**config.mk**
```make
export PLATFORM = sky130hd
export DESIGN_NAME = idle_absorb_buf
export DESIGN_NICKNAME = d
export VERILOG_FILES = /design/src/rtl/iab_pkg.sv /design/src/rtl/iab_pack.sv /design/src/rtl/iab_ring.sv /design/src/rtl/iab_stats.sv /design/src/rtl/idle_absorb_buf.sv
export SDC_FILE = /design/constraint.sdc
export NUM_CORES = 1
export LEC_CHECK = 0
export ABC_AREA = 1
export BUFFER_PORTS_ARGS = -buffer_cell sky130_fd_sc_hd__buf_2
export CELL_PAD_IN_SITES_DETAIL_PLACEMENT = 0
export CELL_PAD_IN_SITES_GLOBAL_PLACEMENT = 1
export CORE_UTILIZATION = 30
export CTS_CLUSTER_DIAMETER = 120
export CTS_CLUSTER_SIZE = 20
export DETAILED_ROUTE_END_ITERATION = 12
export HOLD_SLACK_MARGIN = 0.02
export PLACE_DENSITY = 0.66
export SYNTH_ARGS = -nofsm -noshare
export SYNTH_HDL_FRONTEND = slang
export SYNTH_SLANG_ARGS = --single-unit
```
**constraint.sdc**
```tcl
create_clock -name clk -period 5.9 [get_ports clk]
set_input_delay 0.59 -clock clk [delete_from_list [all_inputs] [get_ports clk]]
set_output_delay 0.59 -clock clk [all_outputs]
set_load 0.01 [all_outputs]
```
**src/rtl/iab_pkg.sv**
```systemverilog
package iab_pkg;
   // Upper bound on lanes per bundle accepted by the elaboration checks.
   localparam int unsigned IAB_MAX_LANES = 8;

   function automatic int unsigned iab_sel_w(int unsigned n);
      return (n <= 1) ? 1 : $clog2(n);
   endfunction
endpackage

```
**src/rtl/iab_pack.sv**
```systemverilog
// Sorts one bundle: finds the filler lanes and gives each payload lane its
// slot offset behind the tail, limited by the free space.
module iab_pack #(
   parameter int unsigned W     = 8,
   parameter int unsigned LANES = 4,
   parameter int unsigned OCC_W = 5,
   parameter int unsigned CW    = 2,
   parameter int unsigned LC_W  = 3
) (
   input  logic                   wr_valid,
   input  logic [CW-1:0]          wr_cnt,
   input  logic [LANES*W-1:0]     wr_bundle,
   input  logic [OCC_W-1:0]       free,
   output logic [LANES-1:0]       lane_acc,
   output logic [LANES*OCC_W-1:0] lane_off,
   output logic [LC_W-1:0]        n_store,
   output logic [LC_W-1:0]        n_idle,
   output logic                   ovf_ev
);
   always_comb begin : c_pack
      int pos;
      int nid;
      pos      = 0;
      nid      = 0;
      ovf_ev   = 1'b0;
      lane_acc = '0;
      lane_off = '0;
      for (int k = 0; k < LANES; k++) begin
         if (wr_valid && (k <= int'(wr_cnt))) begin
            if (wr_bundle[k*W +: W] == '0) begin
               nid = nid + 1;
            end else if (pos < int'(free)) begin
               lane_acc[k]                = 1'b1;
               lane_off[k*OCC_W +: OCC_W] = OCC_W'(pos);
               pos                        = pos + 1;
            end else begin
               ovf_ev = 1'b1;
            end
         end
      end
      n_store = LC_W'(pos);
      n_idle  = LC_W'(nid);
   end
endmodule

```
**src/rtl/iab_ring.sv**
```systemverilog
// Circular store with several write ports, one read port and an occupancy count.
module iab_ring #(
   parameter int unsigned W     = 8,
   parameter int unsigned LANES = 4,
   parameter int unsigned DEPTH = 16,
   parameter int unsigned AW    = 4,
   parameter int unsigned OCC_W = 5,
   parameter int unsigned LC_W  = 3
) (
   input  logic                   clk,
   input  logic                   rst_n,
   input  logic [LANES-1:0]       lane_acc,
   input  logic [LANES*OCC_W-1:0] lane_off,
   input  logic [LANES*W-1:0]     wr_bundle,
   input  logic [LC_W-1:0]        n_store,
   input  logic                   pop,
   output logic [W-1:0]           head_data,
   output logic [OCC_W-1:0]       occ,
   output logic [OCC_W-1:0]       occ_nxt
);
   logic [W-1:0]  mem [DEPTH];
   logic [AW-1:0] head;
   logic [AW-1:0] tail;

   assign occ_nxt   = occ + OCC_W'(n_store) - OCC_W'(pop);
   assign head_data = mem[head];

   always_ff @(posedge clk) begin
      for (int k = 0; k < LANES; k++) begin
         if (lane_acc[k]) begin
            mem[tail + AW'(lane_off[k*OCC_W +: OCC_W])] <= wr_bundle[k*W +: W];
         end
      end
   end

   always_ff @(posedge clk) begin
      if (!rst_n) begin
         head <= '0;
         tail <= '0;
         occ  <= '0;
      end else begin
         head <= head + AW'(pop);
         tail <= tail + AW'(n_store);
         occ  <= occ_nxt;
      end
   end

   p_occ_bound_r7: assert property (@(posedge clk) disable iff (!rst_n)
      occ <= OCC_W'(DEPTH));

   for (genvar k = 0; k < LANES; k++) begin : g_lane_chk
      p_no_filler_stored_r1: assert property (@(posedge clk) disable iff (!rst_n)
         lane_acc[k] |-> (wr_bundle[k*W +: W] != '0));
   end
endmodule

```
**src/rtl/iab_stats.sv**
```systemverilog
// Filler counters, high-water mark and sticky overflow flag.
module iab_stats #(
   parameter int unsigned CNT_W    = 16,
   parameter int unsigned OCC_W    = 5,
   parameter int unsigned LC_W     = 3,
   parameter bit          SATURATE = 1'b1
) (
   input  logic             clk,
   input  logic             rst_n,
   input  logic [LC_W-1:0]  n_idle,
   input  logic             ins_ev,
   input  logic             ovf_ev,
   input  logic [OCC_W-1:0] occ_nxt,
   output logic [CNT_W-1:0] drop_cnt,
   output logic [CNT_W-1:0] ins_cnt,
   output logic [OCC_W-1:0] hwm,
   output logic             ovf
);
   logic [CNT_W:0]   drop_sum;
   logic [CNT_W:0]   ins_sum;
   logic [CNT_W-1:0] drop_nxt;
   logic [CNT_W-1:0] ins_nxt;

   assign drop_sum = {1'b0, drop_cnt} + (CNT_W+1)'(n_idle);
   assign ins_sum  = {1'b0, ins_cnt} + (CNT_W+1)'(ins_ev);

   if (SATURATE) begin : g_sat
      assign drop_nxt = drop_sum[CNT_W] ? '1 : drop_sum[CNT_W-1:0];
      assign ins_nxt  = ins_sum[CNT_W]  ? '1 : ins_sum[CNT_W-1:0];
   end else begin : g_wrap
      assign drop_nxt = drop_sum[CNT_W-1:0];
      assign ins_nxt  = ins_sum[CNT_W-1:0];
   end

   always_ff @(posedge clk) begin
      if (!rst_n) begin
         drop_cnt <= '0;
         ins_cnt  <= '0;
         hwm      <= '0;
         ovf      <= 1'b0;
      end else begin
         drop_cnt <= drop_nxt;
         ins_cnt  <= ins_nxt;
         hwm      <= (occ_nxt > hwm) ? occ_nxt : hwm;
         ovf      <= ovf | ovf_ev;
      end
   end

   p_hwm_mono_r8: assert property (@(posedge clk) disable iff (!rst_n)
      hwm >= $past(hwm));

   p_ovf_sticky_r7: assert property (@(posedge clk) disable iff (!rst_n)
      $past(ovf) |-> ovf);
endmodule

```
**src/rtl/idle_absorb_buf.sv**
```systemverilog
module idle_absorb_buf
   import iab_pkg::*;
#(
   parameter int unsigned W        = 8,
   parameter int unsigned LANES    = 4,
   parameter int unsigned DEPTH    = 16,
   parameter int unsigned CNT_W    = 16,
   parameter bit          SATURATE = 1'b1,
   localparam int unsigned CW      = iab_sel_w(LANES),
   localparam int unsigned AW      = iab_sel_w(DEPTH),
   localparam int unsigned OCC_W   = AW + 1,
   localparam int unsigned LC_W    = $clog2(LANES + 1)
) (
   input  logic               clk,
   input  logic               rst_n,
   input  logic               wr_valid,
   input  logic [CW-1:0]      wr_cnt,
   input  logic [LANES*W-1:0] wr_bundle,
   input  logic               rd_req,
   output logic [W-1:0]       rd_data,
   output logic [OCC_W-1:0]   occupancy,
   output logic [OCC_W-1:0]   high_water,
   output logic [CNT_W-1:0]   idle_dropped,
   output logic [CNT_W-1:0]   idle_inserted,
   output logic               overflow
);
   if ((DEPTH < 2) || ((DEPTH & (DEPTH - 1)) != 0)) begin : g_bad_depth
      $error("DEPTH must be a power of two, at least 2");
   end
   if ((LANES < 1) || (LANES > IAB_MAX_LANES) || (LANES > DEPTH)) begin : g_bad_lanes
      $error("LANES out of range");
   end
   if ((W < 1) || (CNT_W < LC_W)) begin : g_bad_width
      $error("W or CNT_W too small");
   end

   logic [LANES-1:0]       lane_acc;
   logic [LANES*OCC_W-1:0] lane_off;
   logic [LC_W-1:0]        n_store;
   logic [LC_W-1:0]        n_idle;
   logic                   ovf_ev;
   logic [OCC_W-1:0]       occ;
   logic [OCC_W-1:0]       occ_nxt;
   logic [OCC_W-1:0]       free;
   logic [W-1:0]           head_data;
   logic                   empty;
   logic                   pop;
   logic                   ins_ev;

   assign empty   = (occ == '0);
   assign free    = OCC_W'(DEPTH) - occ;
   assign pop     = rd_req && !empty;
   assign ins_ev  = rd_req && empty;
   assign rd_data = empty ? '0 : head_data;
   assign occupancy = occ;

   iab_pack #(.W(W), .LANES(LANES), .OCC_W(OCC_W), .CW(CW), .LC_W(LC_W)) i_pack (
      .wr_valid (wr_valid),
      .wr_cnt   (wr_cnt),
      .wr_bundle(wr_bundle),
      .free     (free),
      .lane_acc (lane_acc),
      .lane_off (lane_off),
      .n_store  (n_store),
      .n_idle   (n_idle),
      .ovf_ev   (ovf_ev)
   );

   iab_ring #(.W(W), .LANES(LANES), .DEPTH(DEPTH), .AW(AW), .OCC_W(OCC_W), .LC_W(LC_W)) i_ring (
      .clk      (clk),
      .rst_n    (rst_n),
      .lane_acc (lane_acc),
      .lane_off (lane_off),
      .wr_bundle(wr_bundle),
      .n_store  (n_store),
      .pop      (pop),
      .head_data(head_data),
      .occ      (occ),
      .occ_nxt  (occ_nxt)
   );

   iab_stats #(.CNT_W(CNT_W), .OCC_W(OCC_W), .LC_W(LC_W), .SATURATE(SATURATE)) i_stats (
      .clk     (clk),
      .rst_n   (rst_n),
      .n_idle  (n_idle),
      .ins_ev  (ins_ev),
      .ovf_ev  (ovf_ev),
      .occ_nxt (occ_nxt),
      .drop_cnt(idle_dropped),
      .ins_cnt (idle_inserted),
      .hwm     (high_water),
      .ovf     (overflow)
   );

   p_hwm_cover_r8: assert property (@(posedge clk) disable iff (!rst_n)
      high_water >= occupancy);

   p_ins_step_r3: assert property (@(posedge clk) disable iff (!rst_n)
      (rd_req && (occupancy == '0) && (idle_inserted != '1))
      |=> (idle_inserted == CNT_W'($past(idle_inserted) + 1'b1)));
endmodule

```
# Word-level counts from Yosys, hierarchy flattened
# Memories as Yosys holds them, arrays and structs flattened. A register that Yosys moved wholly into a read port is not among the register bits.
# Index checks and enable logic that the tools add are counted.
# Widths: inputs -> output; s select.
dict set report totals {
  regBits 51
  n_memories 1
  wordCells 109
  out_inout_bits 51
  ramBits 128
  in_bits 38
}
# name depth word_bits rd rd_clocked_by_memory_dff wr line_no
set memory_table {}
lappend memory_table {i_ring.mem 16 8 1 1 4 iab_ring.sv:21} ;# logic [W-1:0] mem [DEPTH];
dict set report classes {
  mux 65
  add_sub_neg 16
  n_reduce_logical 11
  bitwise 1
  n_lt_le_gt_ge 8
}
# operator n
set op_table {}
lappend op_table {{$mux 32} 8}
lappend op_table {{$lt 32x6->1} 3}
lappend op_table {{$add 32x2->32 const B} 2}
lappend op_table {{$mux 4} 10}
lappend op_table {{$mux 1} 35}
lappend op_table {{$logic_not 8->1} 4}
lappend op_table {{$mux 16} 2}
lappend op_table {{$mux 3} 9}
lappend op_table {{$add 16x1->17} 1}
lappend op_table {{$add 16x3->17} 1}
lappend op_table {{$add 4x4->4} 3}
lappend op_table {{$add 3x2->3 const B} 3}
lappend op_table {{$mux 8} 1}
lappend op_table {{$add 5x3->5} 1}
lappend op_table {{$gt 5x5->1} 1}
lappend op_table {{$logic_and 1x1->1} 5}
lappend op_table {{$logic_not 5->1} 1}
lappend op_table {{$lt 1x5->1 const A} 1}
lappend op_table {{$sub 5x1->5} 1}
lappend op_table {{$sub 5x5->5 const A} 1}
lappend op_table {{$add 4x1->4} 1}
lappend op_table {{$add 4x3->4} 1}
lappend op_table {{$le 2x2->1 const A} 2}
lappend op_table {{$add 1x1->2 const B} 1}
lappend op_table {{3 further kinds} 3}

# Depth between registers and ports, before layout
dict set report logic_depth {
  word_depth 20
  depth_mapped 45
  mapped_depth_nobuf 44
}

# Hierarchy
# A second synthesis with hierarchy kept.
dict set report hier_totals {
  hier_cells 2393
  area_unflattened_um2 15833.9
}
# mod area_per_inst_um2 n_inst cells_each
set modules_own_cells {}
lappend modules_own_cells {iab_ring 12553.3 1 1874}
lappend modules_own_cells {iab_stats 2165.8 1 312}
lappend modules_own_cells {iab_pack 949.7 1 172}
lappend modules_own_cells {idle_absorb_buf 165.2 1 35}

# Least setup slack after synthesis
# OpenSTA, ideal clock, no wires.
dict set report synth_timing {
  kind {register to register}
  start {register i_ring.occ[0]}
  end {register i_stats.hwm[0]}
  path_slack_ps 5
  arrival_ps 5772
  stages_incl_launch_ff 41
  period_less_slack_ps 5895
  cell_sequence {dfxtp_1 -> inv_2 -> ha_1 -> inv_1 -> nor3_1 -> ha_1 -> inv_1 -> nor2_1 -> nand3_1 -> a21oi_1 -> inv_1 -> ha_1 -> inv_1 -> nand2_1 -> nand2_2 -> inv_1 -> ha_1 -> o21ai_0 -> [5 not listed] -> nand2_1 -> nand2_2 -> buf_2 -> ha_1 -> nor2_1 -> a31oi_1 -> ha_1 -> inv_1 -> fa_1 -> o21ai_0 -> xnor2_1 -> inv_1 -> ha_1 -> nand2_1 -> o21ai_0 -> nand2_1 -> o21ai_0 -> a21oi_1}
}
dict set report synth_via {
  elab_chain_cells 20
  elab_cells_between_ends 26
  cone_classes {add/sub (6); order compare (5); mux (12); reduce/logical (3)}
}
# element line_no
set synth_rtl {}
lappend synth_rtl {{start, declared} iab_ring.sv:18} ;# output logic [OCC_W-1:0] occ,
lappend synth_rtl {{start signal, assigned} iab_ring.sv:44} ;# occ <= occ_nxt;
lappend synth_rtl {{$sub 5x5->5} idle_absorb_buf.sv:51} ;# assign free = OCC_W'(DEPTH) - occ;
lappend synth_rtl {{$lt 1x5->1} iab_pack.sv:32} ;# end else if (pos < int'(free)) begin
lappend synth_rtl {{$mux 1} iab_pack.sv:32}
lappend synth_rtl {{$mux 32} iab_pack.sv:30} ;# if (wr_bundle[k*W +: W] == '0) begin
lappend synth_rtl {{$mux 32} iab_pack.sv:29} ;# if (wr_valid && (k <= int'(wr_cnt))) begin
lappend synth_rtl {{$add 32x2->32 / $lt 32x6->1 (equally long branches)} {iab_pack.sv:35, iab_pack.sv:32}}
lappend synth_rtl {{$mux 32} iab_pack.sv:32}
lappend synth_rtl {{$mux 32} iab_pack.sv:30}
lappend synth_rtl {{[5 not listed]} -}
lappend synth_rtl {{$lt 32x6->1 / $add 3x2->3 (equally long branches)} {iab_pack.sv:32, iab_pack.sv:35}}
lappend synth_rtl {{$mux 3} iab_pack.sv:32}
lappend synth_rtl {{$mux 3} iab_pack.sv:30}
lappend synth_rtl {{$mux 3} iab_pack.sv:29}
lappend synth_rtl {{$add 5x3->5} iab_ring.sv:25} ;# assign occ_nxt = occ + OCC_W'(n_store) - OCC_W'(pop);
lappend synth_rtl {{$sub 5x1->5 (*)} iab_ring.sv:25}
lappend synth_rtl {{net i_ring.occ_nxt[4]} iab_ring.sv:19} ;# output logic [OCC_W-1:0] occ_nxt
lappend synth_rtl {{$gt 5x5->1 (*)} iab_stats.sv:44} ;# hwm <= (occ_nxt > hwm) ? occ_nxt : hwm;
lappend synth_rtl {{end signal, assigned} iab_stats.sv:44}
lappend synth_rtl {{end, declared} iab_stats.sv:16} ;# output logic [OCC_W-1:0] hwm,
# Mark *: on every way through the listed nets, which the timed path passes. The rest lies on a longest branch.
# A chain may end at the register's enable or synchronous reset.

==> flow_summary.yaml <==
status:
  status: "finished clean"
min_path:
  hp-class: "reg2reg"
yosys:
  yosysWarnings: 0
  syn_area_per_cell_um2: 6.96
  synthesis.nets: 2259
  synth.distinct_cells: 48
  ys_seq_elements: 179
  synth_ff_type: "edfxtp_1"
  ys_async_sr_fraction_pct: 0
  syn_inst: 2176
  ys_seq_area_share_pct: 32.1
  synth_enable_flop_cells: 128
  synth.cell_area_um2: 15100
critical_path:
  worstSetupPathType: "reg2reg"
  critPathCaptureType: "flip-flop"
  cp_slowest_cell: "nor2_1"
  critPathMaxFanout: 8
  crit_top_cell: "nand2_1"
  worstPathArrival_ns: 5.75
  critPathMaxStageDelay_ns: 0.38
  crit_path_start_kind: "flip-flop"
  cp.required_ns: 6.15
routing:
  ant_nets: 0
  wl_um: 67800
  firstDrtPassIters: 6
  via_per_inst: 5.74
  drt-initial-drc-count: 2324
  drc_errors: 0
  num_vias: 16700
  wl_per_cell_um: 23.3
power:
  finalPower_mw: 7.21
  p_per_area_nw_per_um2: 418
  irDropWorstVdd_v: 0.000767
  p_leak_nw: 7.77
clock_tree:
  path_clk_slew_ns: 0.07
  hold_buffers: 0
  cts_tree: "built"
  clockBufferDepth: 2
  cts_buffers: 17
  htree_levels: 4
  clock_sinks: 179
  ctsRootBufferMaster: "clkbuf_16"
  clk_latency_ns: 0.50
sta:
  worst_pin_slew_ns: 1.26
  slew_headroom_pct: 16.1
  setup_viol: 0
  post-route-period-util_pct: 93.3
  hold_viol_final: 0
  finalCriticalPeriod_ns: 5.51
  fmax_mhz: 182
  clock_skew_ns: 0.0191
  drv_slew: 0
cells_and_area:
  fillCellCount: 5285
  layout-drive-gt1-share_pct: 16.5
  final_area_um2: 17300
  final_net_count: 2316
  areaGrowthSynthToFinish_pct: 14.0
  diodes: 0
  seq_area_um2: 4870
  multi_input_area_um2: 9120
grt:
  grt_max_degree: 91
  grt_antenna_before_repair: 4
  grt_pass1_wl_um: 100000
  grt_pass1_vias: 15300
  track_usage_pct: 26.6
  grt.overflow.total: 0
floorplan:
  ioPinCount: 89
  die-width_um: 227
  die-area_um2: 51400
  coreArea_um2: 49400
  die_height_um: 227
  num_rows: 81
  initial_core_util_pct: 30.7
placement:
  place_area_um2: 16500
  gp_congestion: 0.902
  hpwl_um: 44500
  io_buffers: 88
job:
  drv_cap: 0
==> final cells by class <==
cell class | instances | share of cell area (%)
clock buffers | 18 | 2.49
inverters | 131 | 2.85
clock inverters | 14 | 0.863
flip-flops and latches | 179 | 28.2
multi-input cells | 1701 | 52.8
repair buffers | 203 | 7.94
well taps | 664 | 4.81
==> flip-flops by register name, indices dropped and copies added (netlist names) <==
| register | flops |
|---|---|
| i_ring.head | 4 |
| i_stats.hwm | 5 |
| i_stats.ovf | 1 |
| i_ring.tail | 4 |
| i_stats.drop_cnt | 16 |
| i_ring.mem | 128 |
| i_ring.occ | 5 |
| i_stats.ins_cnt | 16 |
==> critical path, delay by kind of cell, from the launching register on <==
| kind | cells | cell delay [ns] |
|---|---|---|
| compound gates | 3 | 0.44 |
| xor+xnor | 1 | 0.17 |
| fa+ha+maj | 6 | 1.57 |
| buf+inv | 12 | 1.00 |
| flops | 1 | 0.33 |
| simple gates | 17 | 1.70 |
==> cells in the mapped netlist (all sizes together), types with 10 or more instances <==
master	n	area, µm²
a21oi	42	214
buf	86	503
clkbuf	79	298
dfxtp	51	1020
edfxtp	128	3840
ha	40	500
inv	128	480
nand2	629	2500
nand3	335	1840
nand4	277	1730
nor2	168	751
nor3	13	70.1
o211ai	10	75.1
o21ai	98	505
o221ai	23	201
xnor2	16	148
xor2	16	140
==> per-stage QoR <==
| stage | worst slack, ns | utilization [%] | TNS [ns] | hold WS [ns] | cells |
|---|---|---|---|---|---|
| finish | 0.394 | 35.0 | 0 | 0.487 | 2910 |
| global route | -0.0203 | 35.0 | -0.0582 | 0.543 | 2910 |
| CTS | 0.0432 | 34.6 | 0 | 0.489 | 2903 |
| detailed placement | 0.0138 | 33.4 | 0 | 0.475 | 2871 |
| global placement | 0.118 | 33.4 | 0 | 0.468 | 2871 |
| floorplan | 0.00452 | - | 0 | 0.483 | 2176 |
==> placed cells by master (no fill, tap or decap), types with 4 or more instances in the layout <==
cell type / Yosys / final
nand3_2: 33 / 34
o21ai_1: 1 / 5
xnor2_1: 15 / 14
inv_6: 0 / 4
a21oi_1: 41 / 38
o22ai_1: 9 / 9
nand2_4: 14 / 16
nand4_1: 277 / 277
fa_1: 5 / 4
ha_1: 40 / 35
o21ai_2: 1 / 4
o211ai_1: 10 / 10
nor2_4: 7 / 7
o221ai_1: 23 / 23
nor3_1: 12 / 11
clkbuf_16: 0 / 17
xor2_1: 16 / 15
inv_2: 16 / 20
nor2_1: 145 / 141
buf_12: 2 / 5
buf_2: 52 / 88
nor2_2: 14 / 18
nand3_1: 302 / 301
nand2_1: 603 / 599
edfxtp_1: 128 / 128
dfxtp_1: 51 / 48
inv_1: 112 / 108
nand3b_1: 4 / 4
nand2_2: 12 / 14
o21ai_0: 95 / 88
buf_4: 8 / 109
==> where the power goes <==
group	switching (mW)	internal, mW
clock network	0.586	0.595
logic	2.95	1.34
registers	0.112	1.63
==> metal layers <==
layer / global-route usage, % / vias up / wire, µm
met1: 35.1 / 7832 / 28100
met4: 13.2 / 6 / 3160
li1: - / 7753 / -
met3: 5.92 / 183 / 6370
met2: 40.9 / 934 / 30100
met5: 0 / - / 35
==> what timing repair did <==
action                     CTS  global route
pin swaps                    0             8
gates resized for setup      1            39
buffers inserted             0             7
setup endpoints to repair    4           248
==> logic make-up after synthesis <==
group / after synthesis / synth area share (%)
AND/OR/NAND/NOR: 1432 / 46.0
buffers and inverters: 296 / 8.54
AO/OA/AOI/OAI: 190 / 7.32
flip-flops: 179 / 32.1
adder cells (fa/ha/maj): 45 / 3.97
XOR/XNOR: 32 / 1.90
multiplexers: 2 / 0.149
==> final timing paths <==
check            startpoint           endpoint  slack [ns]  depth (start not counted)
max           i_ring.occ[1]  i_ring.mem[11][6]        0.39                         39
min          i_stats.hwm[3]     i_stats.hwm[3]        0.49                          2
max reg2reg   i_ring.occ[1]  i_ring.mem[11][6]        0.39                         39
min reg2reg  i_stats.hwm[3]     i_stats.hwm[3]        0.49                          2
(Power assumes the default switching activity.)
